## src/rtl/spiseq_pkg.sv

```systemverilog
package spiseq_pkg;
  typedef enum logic [1:0] {
    SEL_CMD    = 2'd0,
    SEL_BUF_HI = 2'd1,
    SEL_BUF_LO = 2'd2,
    SEL_RATE   = 2'd3
  } reg_sel_e;

  typedef enum logic [2:0] {
    ST_BOOT,
    ST_RATE,
    ST_IDLE,
    ST_HI,
    ST_LO,
    ST_CMD
  } seq_st_e;
endpackage

```

## src/rtl/spiseq_tick.sv

```systemverilog
module spiseq_tick #(
  parameter int PERIOD = 80
) (
  input  logic clk,
  input  logic rst_n,
  output logic tick
);
  generate
    if (PERIOD <= 1) begin : g_every
      assign tick = rst_n;
    end else begin : g_count
      localparam int W = $clog2(PERIOD);
      localparam logic [W-1:0] LAST = W'(PERIOD - 1);
      logic [W-1:0] cnt;
      always_ff @(posedge clk) begin
        if (!rst_n)           cnt <= '0;
        else if (cnt == LAST) cnt <= '0;
        else                  cnt <= cnt + 1'b1;
      end
      assign tick = (cnt == LAST);
    end
  endgenerate
endmodule

```

## src/rtl/spiseq_phase.sv

```systemverilog
module spiseq_phase #(
  parameter int INIT_XFERS = 255,
  parameter int CNT_W      = 16
) (
  input  logic             clk,
  input  logic             rst_n,
  input  logic             cmd_done,
  output logic             loop_phase,
  output logic [CNT_W-1:0] xfer_count
);
  localparam int RW = (INIT_XFERS > 1) ? $clog2(INIT_XFERS + 1) : 1;
  localparam logic [RW-1:0] START = RW'(INIT_XFERS);

  logic [RW-1:0] remaining;

  always_ff @(posedge clk) begin
    if (!rst_n) begin
      remaining  <= START;
      xfer_count <= '0;
    end else if (cmd_done) begin
      xfer_count <= xfer_count + 1'b1;
      if (remaining != '0) remaining <= remaining - 1'b1;
    end
  end

  assign loop_phase = (remaining == '0);
endmodule

```

## src/rtl/spiseq_writer.sv

```systemverilog
module spiseq_writer
  import spiseq_pkg::*;
#(
  parameter logic [15:0] DATA_WORD = 16'h0D35,
  parameter logic [7:0]  CMD_BYTE  = 8'hF0,
  parameter logic [7:0]  RATE_BYTE = 8'h03
) (
  input  logic       clk,
  input  logic       rst_n,
  input  logic       tick,
  input  logic [7:0] mst_cmd_q,
  input  logic       loop_phase,
  input  logic       wr_ready,
  output logic       wr_valid,
  output logic [1:0] wr_addr,
  output logic [7:0] wr_data,
  output logic       cmd_done
);
  seq_st_e st;
  logic    master_idle;

  assign master_idle = (mst_cmd_q == 8'h00);

  always_ff @(posedge clk) begin
    if (!rst_n) st <= ST_BOOT;
    else begin
      case (st)
        ST_BOOT: st <= ST_RATE;
        ST_RATE: if (wr_ready) st <= ST_IDLE;
        ST_IDLE: if (tick && master_idle) st <= loop_phase ? ST_CMD : ST_HI;
        ST_HI:   if (wr_ready) st <= ST_LO;
        ST_LO:   if (wr_ready) st <= ST_CMD;
        ST_CMD:  if (wr_ready) st <= ST_IDLE;
        default: st <= ST_BOOT;
      endcase
    end
  end

  always_comb begin
    wr_valid = 1'b1;
    wr_addr  = SEL_CMD;
    wr_data  = CMD_BYTE;
    case (st)
      ST_RATE: begin wr_addr = SEL_RATE;   wr_data = RATE_BYTE;       end
      ST_HI:   begin wr_addr = SEL_BUF_HI; wr_data = DATA_WORD[15:8]; end
      ST_LO:   begin wr_addr = SEL_BUF_LO; wr_data = DATA_WORD[7:0];  end
      ST_CMD:  begin wr_addr = SEL_CMD;    wr_data = CMD_BYTE;        end
      default: begin wr_valid = 1'b0;      wr_data = 8'h00;           end
    endcase
  end

  assign cmd_done = (st == ST_CMD) && wr_ready;
endmodule

```

## src/rtl/spi_loopback_seq.sv

```systemverilog
module spi_loopback_seq #(
  parameter int          TICK_CYCLES = 80,
  parameter int          INIT_XFERS  = 255,
  parameter logic [15:0] DATA_WORD   = 16'h0D35,
  parameter logic [7:0]  CMD_BYTE    = 8'hF0,
  parameter logic [7:0]  RATE_BYTE   = 8'h03,
  parameter int          CNT_W       = 16
) (
  input  logic             clk,
  input  logic             rst_n,
  input  logic [7:0]       mst_cmd_q,
  output logic             wr_valid,
  input  logic             wr_ready,
  output logic [1:0]       wr_addr,
  output logic [7:0]       wr_data,
  output logic             loop_phase,
  output logic [CNT_W-1:0] xfer_count
);
  logic tick;
  logic cmd_done;

  spiseq_tick #(.PERIOD(TICK_CYCLES)) u_tick (
    .clk(clk), .rst_n(rst_n), .tick(tick)
  );

  spiseq_phase #(.INIT_XFERS(INIT_XFERS), .CNT_W(CNT_W)) u_phase (
    .clk(clk), .rst_n(rst_n), .cmd_done(cmd_done),
    .loop_phase(loop_phase), .xfer_count(xfer_count)
  );

  spiseq_writer #(.DATA_WORD(DATA_WORD), .CMD_BYTE(CMD_BYTE), .RATE_BYTE(RATE_BYTE)) u_writer (
    .clk(clk), .rst_n(rst_n), .tick(tick), .mst_cmd_q(mst_cmd_q),
    .loop_phase(loop_phase), .wr_ready(wr_ready), .wr_valid(wr_valid),
    .wr_addr(wr_addr), .wr_data(wr_data), .cmd_done(cmd_done)
  );
endmodule

```

## config.mk

```make
export PLATFORM = sky130hd
export DESIGN_NAME = spi_loopback_seq
export DESIGN_NICKNAME = d
export VERILOG_FILES = /design/src/rtl/spiseq_pkg.sv /design/src/rtl/spiseq_tick.sv /design/src/rtl/spiseq_phase.sv /design/src/rtl/spiseq_writer.sv /design/src/rtl/spi_loopback_seq.sv
export SDC_FILE = /design/constraint.sdc
export NUM_CORES = 1
export LEC_CHECK = 0
export BUFFER_PORTS_ARGS = -buffer_cell sky130_fd_sc_hd__buf_2
export CORE_ASPECT_RATIO = 0.6
export CORE_MARGIN = 2
export CORE_UTILIZATION = 40
export DETAILED_ROUTE_END_ITERATION = 10
export SLEW_MARGIN = 20
export SYNTH_ARGS = -nofsm -noshare
export SYNTH_HDL_FRONTEND = slang
export SYNTH_SLANG_ARGS = --single-unit
```

## constraint.sdc

```tcl
create_clock -name clk -period 2.95 [get_ports clk]
set_clock_uncertainty 0.1 [all_clocks]
set_input_delay 0.4425 -clock clk [delete_from_list [all_inputs] [get_ports clk]]
set_output_delay 0.4425 -clock clk [all_outputs]
set_load 0.01 [all_outputs]
```

==> results.toml, run 1 <==
[drt]
drtAntennaViolNets = 0
routed_via_density = 4.953
drc = 0
vias = 1466
drtIter0Drc = 50
post_drt_wl_per_cell_um = 11.34
wl_mm = 3.357
drtPass1Iterations = 4

[synthesis]
synth_seq_area_share_pct = 40.57
postSynth.asyncResetShare_pct = 0
synth.most_common_cell = "dfxtp_1"
synthFlopType = "dfxtp_1"
yosys.area.top_type_share_pct = 40.57
synth-seq-cells = 34
synth_nets = 212
synthCells = 197
synth-edff-count = 0
synth_area_sq_um = 1678
synth_top_area_cell = "dfxtp_1"
ys_top_cells_by_count = "34 x dfxtp_1, 21 x nand2_1, 19 x nor2_1"
synth_area_leaders = "dfxtp_1 41%, xor2_1 5.2%, nand2_1 4.7%"
syn_avg_cell_area_sq_um = 8.517
synth_cell_type_count = 41
yosysWarnings = 0

[critical_path]
startpoint_type = "flip-flop"
r2r_setup_slack_ns = 0.98
reg2reg_to = "u_phase.xfer_count[12]$_SDFFE_PN0P_"
cp-end-kind = "output pin"
startpoint = "u_phase.remaining[0]$_SDFFE_PN1P_"
crit_top_cell = "inv_1"
path_cells = "inv_1, ha_1, or3b_2, or2_4, inv_1, buf_2"
cp_slowest_cell = "or3b_2"
max_stage_delay_ns = 0.53
crit_type = "reg -> out"
cp.arrival_ns = 1.86
setup.worst_path.end = "loop_phase"
r2r_cells = 5
r2r-start = "u_writer.st[0]$_SDFFE_PN0P_"
path_max_fanout = 7
required_ns = 2.41

[power_and_ir_drop]
cellLeakagePower_nw = 0.8783
p_per_area_nw_per_um2 = 443.5
ir_drop_mv = 0.2524

[sta]
drv_slew = 0
timing.hold.ws_ns = 0.3376
totalNegativeSetupSlack_ns = 0
tightest_slew_ns = 0.3865
setup-violations-final = 0
hold_viol = 0
fin_crit_sh_pct = 81.50
rsz0062_at_grt = "no"
min_period_ns = 2.404
max_slew_margin_pct = 73.96
fmax_mhz = 415.9

[place]
dpl_cell_area_sq_um = 1907
gp_congestion = 0.7508
dpl.hpwl_mm = 2.487
port_buffers = 38

[clock_network]
post_cts_buffers = 0
clockBufferDepth = 2
clkSlewWorstSetupHoldPaths_ns = 0.07
cts.sinks = 34
cts_hold_buf = 0
cts_tree = "yes"
cts_resized = 0
cts_inserted_buffers = 5
clock-root-buffer = "clkbuf_8"
htreeDepth = 2
clock_latency_ns = 0.28

[final_layout]
design_area_sq_um = 1998
finalNetCount = 250
antenna_cells = 0
areaGrowthSynthToFinish_pct = 19.09
drive_gt1_share_pct = 22.46

[status]
status = "completed"

[floorplan]
rows = 18
die_height_um = 54.17
ios = 39
core_sq_um = 4076
dieArea_sq_um = 4745
die_w_um = 87.61
start_util_pct = 41.16

[global_routing]
grt_max_degree = 19
gr-usage-all-layers_pct = 15.45
grt_pass1_vias = 1206
grt_pass1_wl_mm = 5.678
antenna_found_initial = 0
grt-ovfl-total = 0

[worst_hold_path]
hp-class = "reg -> reg"

[job]
maxCapViolations = 0
## critical path: cells and delay by family, from the launching register on
family        cells  cell delay, ns
flops             1            0.32
fa+ha+maj         1            0.18
simple gates      2            0.81
buf+inv           3            0.27
## final cells by class
class	count	area, sq um
Fill cell	409	2078
Multi-Input combinational cell	145	912.1
Sequential cell	34	680.7
Timing Repair Buffer	40	205.2
Clock buffer	7	86.33
Tap cell	60	75.07
Inverter	9	33.78
Clock inverter	1	5.005
## sequential cells by signal, indices dropped and copies added (netlist names)
name	flops
u_phase.xfer_count	16
u_tick.g_count.cnt	7
u_writer.st	3
u_phase.remaining	8
## per-stage QoR
step | std cells | worst slack, ns | util (%) | power (W)
after floorplan | 197 | 0.9371 | - | 0.0005191
after global placement | 288 | 0.8843 | 46.78 | 0.0005433
after detailed placement | 288 | 0.8562 | 46.78 | 0.0005432
after CTS | 296 | 0.5389 | 49.02 | 0.0008958
after global routing | 296 | 0.4509 | 49.02 | 0.0009276
final | 296 | 0.5456 | 49.02 | 0.0008863
## metal layers
metal  wire length, um  vias up  part of all wire [%]  track usage, %
met3               224        2                   6.7           4.908
met4                12        0                  0.36           3.846
met5                 0        -                     0               0
met1              1914      646                    57           23.37
met2              1205       44                    36           20.71
li1                  -      774                     -               -
## power by group
part           total (W)  leakage (nW)  switching (W)  internal (W)
Clock           0.000354        0.0482       0.000165      0.000188
Combinational  0.0000585         0.555      0.0000338     0.0000247
Sequential      0.000474         0.275     0.00000853      0.000466
Total           0.000886         0.878       0.000208      0.000679
## logic make-up (layout without fill, tap and decap cells)
| logic type | count (synthesis) | after routing | synth area share [%] |
|---|---|---|---|
| adder cells (fa/ha/maj) | 4 | 4 | 2.983 |
| buffers and inverters | 18 | 57 | 5.071 |
| AO/OA/AOI/OAI | 34 | 34 | 12.30 |
| multiplexers | 3 | 3 | 1.864 |
| XOR/XNOR | 16 | 16 | 8.352 |
| flip-flops | 34 | 34 | 40.57 |
| AND/OR/NAND/NOR | 88 | 88 | 28.86 |
## how the worst min path moves through the flow
stage          slack (ns)                          endpoint  cells past startpoint                        startpoint
2_1_floorplan        0.31  u_tick.g_count.cnt[0]$_SDFF_PP0_                      1  u_tick.g_count.cnt[0]$_SDFF_PP0_
3_3_place_gp         0.33  u_tick.g_count.cnt[0]$_SDFF_PP0_                      1  u_tick.g_count.cnt[0]$_SDFF_PP0_
3_5_place_dp         0.33  u_tick.g_count.cnt[0]$_SDFF_PP0_                      1  u_tick.g_count.cnt[0]$_SDFF_PP0_
4_1_cts              0.34  u_tick.g_count.cnt[0]$_SDFF_PP0_                      1  u_tick.g_count.cnt[0]$_SDFF_PP0_
5_1_grt              0.36  u_tick.g_count.cnt[0]$_SDFF_PP0_                      1  u_tick.g_count.cnt[0]$_SDFF_PP0_
6_report             0.34  u_tick.g_count.cnt[0]$_SDFF_PP0_                      1  u_tick.g_count.cnt[0]$_SDFF_PP0_
## cell usage in the layout, fill, tap and decap left out, types with 2 or more instances in the layout
cell type and n:
buf_4 2, o211ai_1 3, clkbuf_8 6, and3_1 7, dfxtp_1 34, nand2b_1 4, nand3_1 6, nor4_1 3
nor2_1 19, xor2_1 10, and4_1 2, inv_1 8, nor3_1 3, xnor2_1 6, mux2i_1 2, nand2_1 21
or3_1 7, a21oi_1 11, buf_2 38, o2111ai_1 3, o21ai_0 11, ha_1 4, nand4_1 6
Power figures use the tool's default switching activity.
==> run 2: changes to the inputs <==
- clock period: 2.95 -> 2.5 ns (I/O delays scaled with it)
==> run 2 against run 1 <==
Worst hold slack got worse by 0.039 ns; critical path depth stayed put; die area stayed put; power up 29%; worst setup slack worse by 0.39 ns; flip-flop and latch count stayed put; combinational power increased by 18%; utilization grew 0.71 points; register-to-register slack worse by 0.43 ns; non-clock buffer count up 1; critical path type unchanged; critical endpoint unchanged; highest routed layer unchanged.
==> results.toml, run 2 (synthesis results as in run 1) <==
[status]
status = "completed"

[sta]
max_slew_margin_pct = 72.42
drv_slew = 0
totalNegativeSetupSlack_ns = 0
min_period_ns = 2.347
fin_crit_sh_pct = 93.89
rsz0062_at_grt = "no"
hold_viol = 0
timing.hold.ws_ns = 0.2987
setup-violations-final = 0
tightest_slew_ns = 0.4100
fmax_mhz = 426.0

[drt]
vias = 1469
wl_mm = 3.540
drtAntennaViolNets = 0
drtIter0Drc = 40
routed_via_density = 4.963
drc = 0
drtPass1Iterations = 4
post_drt_wl_per_cell_um = 11.96

[clock_network]
clock_latency_ns = 0.29
cts_tree = "yes"
cts_inserted_buffers = 5
cts.sinks = 34
clkSlewWorstSetupHoldPaths_ns = 0.07
cts_hold_buf = 0
post_cts_buffers = 0
clock-root-buffer = "clkbuf_8"
cts_resized = 0
clockBufferDepth = 2
htreeDepth = 2

[final_layout]
layout_common_cells = "38 x buf_2, 34 x dfxtp_1, 21 x nand2_1"
largest_register_ffs = 16
layout_commonest_cell = "buf_2"
antenna_cells = 0
largestRegisters = "u_phase.xfer_count (16), u_phase.remaining (8), u_tick.g_count.cnt (7)"
regMostFlops = "u_phase.xfer_count"
areaGrowthSynthToFinish_pct = 20.81
finalNetCount = 251
drive_gt1_share_pct = 22.88

[power_and_ir_drop]
p_per_area_nw_per_um2 = 565.1
ir_drop_mv = 0.2496
cellLeakagePower_nw = 0.8928

[critical_path]
required_ns = 2.03
cp-end-kind = "output pin"
startpoint_type = "flip-flop"
path_max_fanout = 7
cp.arrival_ns = 1.87
crit_type = "reg -> out"

[global_routing]
gr-usage-all-layers_pct = 16.50
grt_pass1_vias = 1210
grt_pass1_wl_mm = 5.837
antenna_found_initial = 0
grt_max_degree = 17
grt-ovfl-total = 0

[place]
dpl.hpwl_mm = 2.567
gp_congestion = 0.7582
port_buffers = 38

[job]
maxCapViolations = 0

[worst_hold_path]
hp-class = "in -> reg"

[floorplan]
die_w_um = 87.61
rows = 18
ios = 39
die_height_um = 54.17
dieArea_sq_um = 4745
core_sq_um = 4076
start_util_pct = 41.16
## run 2: cell count changes in the layout (fill, tap and decap cells not counted), sizes merged
cell	before	now
clkinv	2	1
buf	40	41
clkbuf	7	6
bufinv	0	1
## run 2: area by class of cell
class,instances,area (sq um)
tap,60,75.07
clock inverter,1,30.03
clock buffer,6,82.58
timing repair buffer,41,212.7
sequential,34,680.7
fill,406,2049
multi-input combinational,145,912.1
inverter,9,33.78
## run 2: power by group
group / switching, W / internal, W / total (W)
Combinational: 0.0000399 / 0.0000289 / 0.0000688
Sequential: 0.0000110 / 0.000550 / 0.000561
Clock: 0.000197 / 0.000319 / 0.000516
## run 2: critical path, cell delays in order (launching register included)
cell	delay, ns
dfxtp_1	0.32
inv_1	0.12
ha_1	0.18
or3b_2	0.52
or2_4	0.27
inv_1	0.05
buf_2	0.12
## run 2: final timing paths
path,start,to,slack [ns],cells after the start
max reg2reg,u_phase.remaining[0]$_SDFFE_PN1P_,u_phase.remaining[0]$_SDFFE_PN1P_,0.55,6
min,rst_n,u_phase.remaining[4]$_SDFFE_PN1P_,0.30,2
min reg2reg,u_tick.g_count.cnt[0]$_SDFF_PP0_,u_tick.g_count.cnt[0]$_SDFF_PP0_,0.35,1
max,u_phase.remaining[0]$_SDFFE_PN1P_,loop_phase,0.15,6
## run 2: per-stage QoR
stage | cell area [sq um] | setup WS, ns | util [%] | instances | total power [W]
5_1_grt | 2027 | 0.03795 | 49.72 | 296 | 0.001197
4_1_cts | 2027 | 0.1417 | 49.72 | 296 | 0.001155
6_report | 2027 | 0.1527 | 49.72 | 296 | 0.001145
3_5_place_dp | 1914 | 0.4697 | 46.96 | 289 | 0.0006406
3_3_place_gp | 1914 | 0.4981 | 46.96 | 289 | 0.0006413
2_1_floorplan | 1678 | 0.5546 | - | 197 | 0.0006126
## run 2: layer usage
metal  wire (um)  vias to the layer above  global-route usage (%)
li1            -                      771                       -
met1        1962                      658                   23.58
met4          21                        0                   5.385
met3         226                        4                   6.748
met2        1331                       36                   22.10
met5           0                        -                       0
==> run 3: changes to the inputs <==
- RECOVER_POWER: not set -> 100
==> run 3 against run 2 <==
Power is 0.42% lower; clock power hardly changed; non-clock buffer count stayed put; sequential share of layout area is 0.89 points higher; worst setup slack better by 0.0040 ns; flip-flop and latch count stayed put; via count is 0.14% higher; critical path depth stayed put; count of clock-buffer cells in the layout stayed put; highest routed layer unchanged.
==> results.toml, run 3 (synthesis results as in run 1) <==
[critical_path]
cp-end-kind = "output pin"
path_max_fanout = 7
r2r_setup_slack_ns = 0.52
r2r_cells = 6
cp.arrival_ns = 1.87
required_ns = 2.03
startpoint_type = "flip-flop"
r2r-start = "u_phase.remaining[0]$_SDFFE_PN1P_"
reg2reg_to = "u_phase.remaining[0]$_SDFFE_PN1P_"
crit_type = "reg -> out"

[drt]
routed_via_density = 4.970
vias = 1471
drc = 0
drtPass1Iterations = 4
drtIter0Drc = 42
wl_mm = 3.555
post_drt_wl_per_cell_um = 12.01
drtAntennaViolNets = 0

[sta]
totalNegativeSetupSlack_ns = 0
setup-violations-final = 0
max_slew_margin_pct = 49.35
min_period_ns = 2.343
drv_slew = 0
hold_viol = 0
finalWorstSetupSlack_ns = 0.1567
rsz0062_at_grt = "no"
fmax_mhz = 426.8
fin_crit_sh_pct = 93.73
tightest_slew_ns = 0.7598

[power_and_ir_drop]
seqPwrFrac_pct = 49.1
pwr-share-clk_pct = 45.3
p_switching_w = 0.0002478
p_per_area_nw_per_um2 = 577.7
internal-power_w = 0.0008928
cellLeakagePower_nw = 0.7648
swShare_pct = 21.72
total_power_w = 0.001141
ir_drop_mv = 0.2478
power_frac_comb_pct = 5.6

[global_routing]
antenna_found_initial = 0
gr-usage-all-layers_pct = 16.50
grt-ovfl-total = 0
grt_pass1_vias = 1210
grt_max_degree = 17
grt_pass1_wl_mm = 5.837

[clock_network]
clkSlewWorstSetupHoldPaths_ns = 0.07
clock-root-buffer = "clkbuf_8"
cts_tree = "yes"
cts_inserted_buffers = 5
cts_hold_buf = 0
clockBufferDepth = 2
cts_resized = 0
htreeDepth = 2
clock_latency_ns = 0.29
post_cts_buffers = 0
cts.sinks = 34

[final_layout]
design_area_sq_um = 1974
layout_commonest_cell = "dfxtp_1"
areaGrowthSynthToFinish_pct = 17.67
largest_register_ffs = 16
regMostFlops = "u_phase.xfer_count"
largestRegisters = "u_phase.xfer_count (16), u_phase.remaining (8), u_tick.g_count.cnt (7)"
finalNetCount = 251
antenna_cells = 0
layout_common_cells = "34 x dfxtp_1, 31 x clkbuf_1, 21 x nand2_1"
drive_gt1_share_pct = 9.322

[worst_hold_path]
whs_path_depth = 1
hp-class = "reg -> reg"
holdPathEnd = "u_tick.g_count.cnt[0]$_SDFF_PP0_"
worstHoldStart = "u_tick.g_count.cnt[0]$_SDFF_PP0_"

[place]
dpl.hpwl_mm = 2.567
pre_cts_ws_ns = 0.4697
port_buffers = 38
dpl_cell_area_sq_um = 1914
gp_congestion = 0.7582

[floorplan]
die_w_um = 87.61
die_height_um = 54.17
rows = 18
ios = 39
core_sq_um = 4076
dieArea_sq_um = 4745
start_util_pct = 41.16

[status]
status = "completed"

[job]
maxCapViolations = 0
[run 3: worst max path at each step]
stage | cells past startpoint | startpoint | endpoint | slack (ns)
after floorplan | 6 | u_phase.remaining[0]$_SDFFE_PN1P_ | loop_phase | 0.55
after global placement | 6 | u_phase.remaining[0]$_SDFFE_PN1P_ | loop_phase | 0.50
after detailed placement | 6 | u_phase.remaining[0]$_SDFFE_PN1P_ | loop_phase | 0.47
after CTS | 6 | u_phase.remaining[0]$_SDFFE_PN1P_ | loop_phase | 0.14
after global routing | 6 | u_phase.remaining[0]$_SDFFE_PN1P_ | loop_phase | 0.04
final | 6 | u_phase.remaining[0]$_SDFFE_PN1P_ | loop_phase | 0.16
[run 3: per-layer routing]
metal  routed length, um  vias to the layer above  GRT usage (%)
met5                   0                        -              0
li1                    -                      772              -
met3                 243                        4          6.748
met2                1337                       41          22.10
met4                  21                        0          5.385
met1                1954                      654          23.58
[run 3: area by class of cell]
cell class / count / area, sq um
Fill cell: 422 / 2102
Multi-Input combinational cell: 145 / 905.9
Sequential cell: 34 / 680.7
Timing Repair Buffer: 41 / 166.4
Clock buffer: 6 / 82.58
Tap cell: 60 / 75.07
Inverter: 9 / 33.78
Clock inverter: 1 / 30.03
[run 3: power by group through the flow]
stage          sequential, W  combinational, W  clock (W)
2_1_floorplan       0.000567         0.0000457          0
3_3_place_gp        0.000572         0.0000691          0
3_5_place_dp        0.000572         0.0000685          0
4_1_cts             0.000560         0.0000689   0.000527
5_1_grt             0.000561         0.0000727   0.000558
6_report            0.000560         0.0000642   0.000516
[run 3: critical path, stage by stage, from the launching register on]
cell     delay, ns
dfxtp_1       0.32
inv_1         0.12
ha_1          0.18
or3b_2        0.52
or2_4         0.27
inv_1         0.05
buf_2         0.12
[run 3: per-stage QoR]
stage / utilization (%) / cells / hold WS [ns]
2_1_floorplan: - / 197 / 0.3130
3_3_place_gp: 46.96 / 289 / 0.3297
3_5_place_dp: 46.96 / 289 / 0.3431
4_1_cts: 49.72 / 296 / 0.2869
5_1_grt: 48.43 / 296 / 0.3761
6_report: 48.43 / 296 / 0.3536
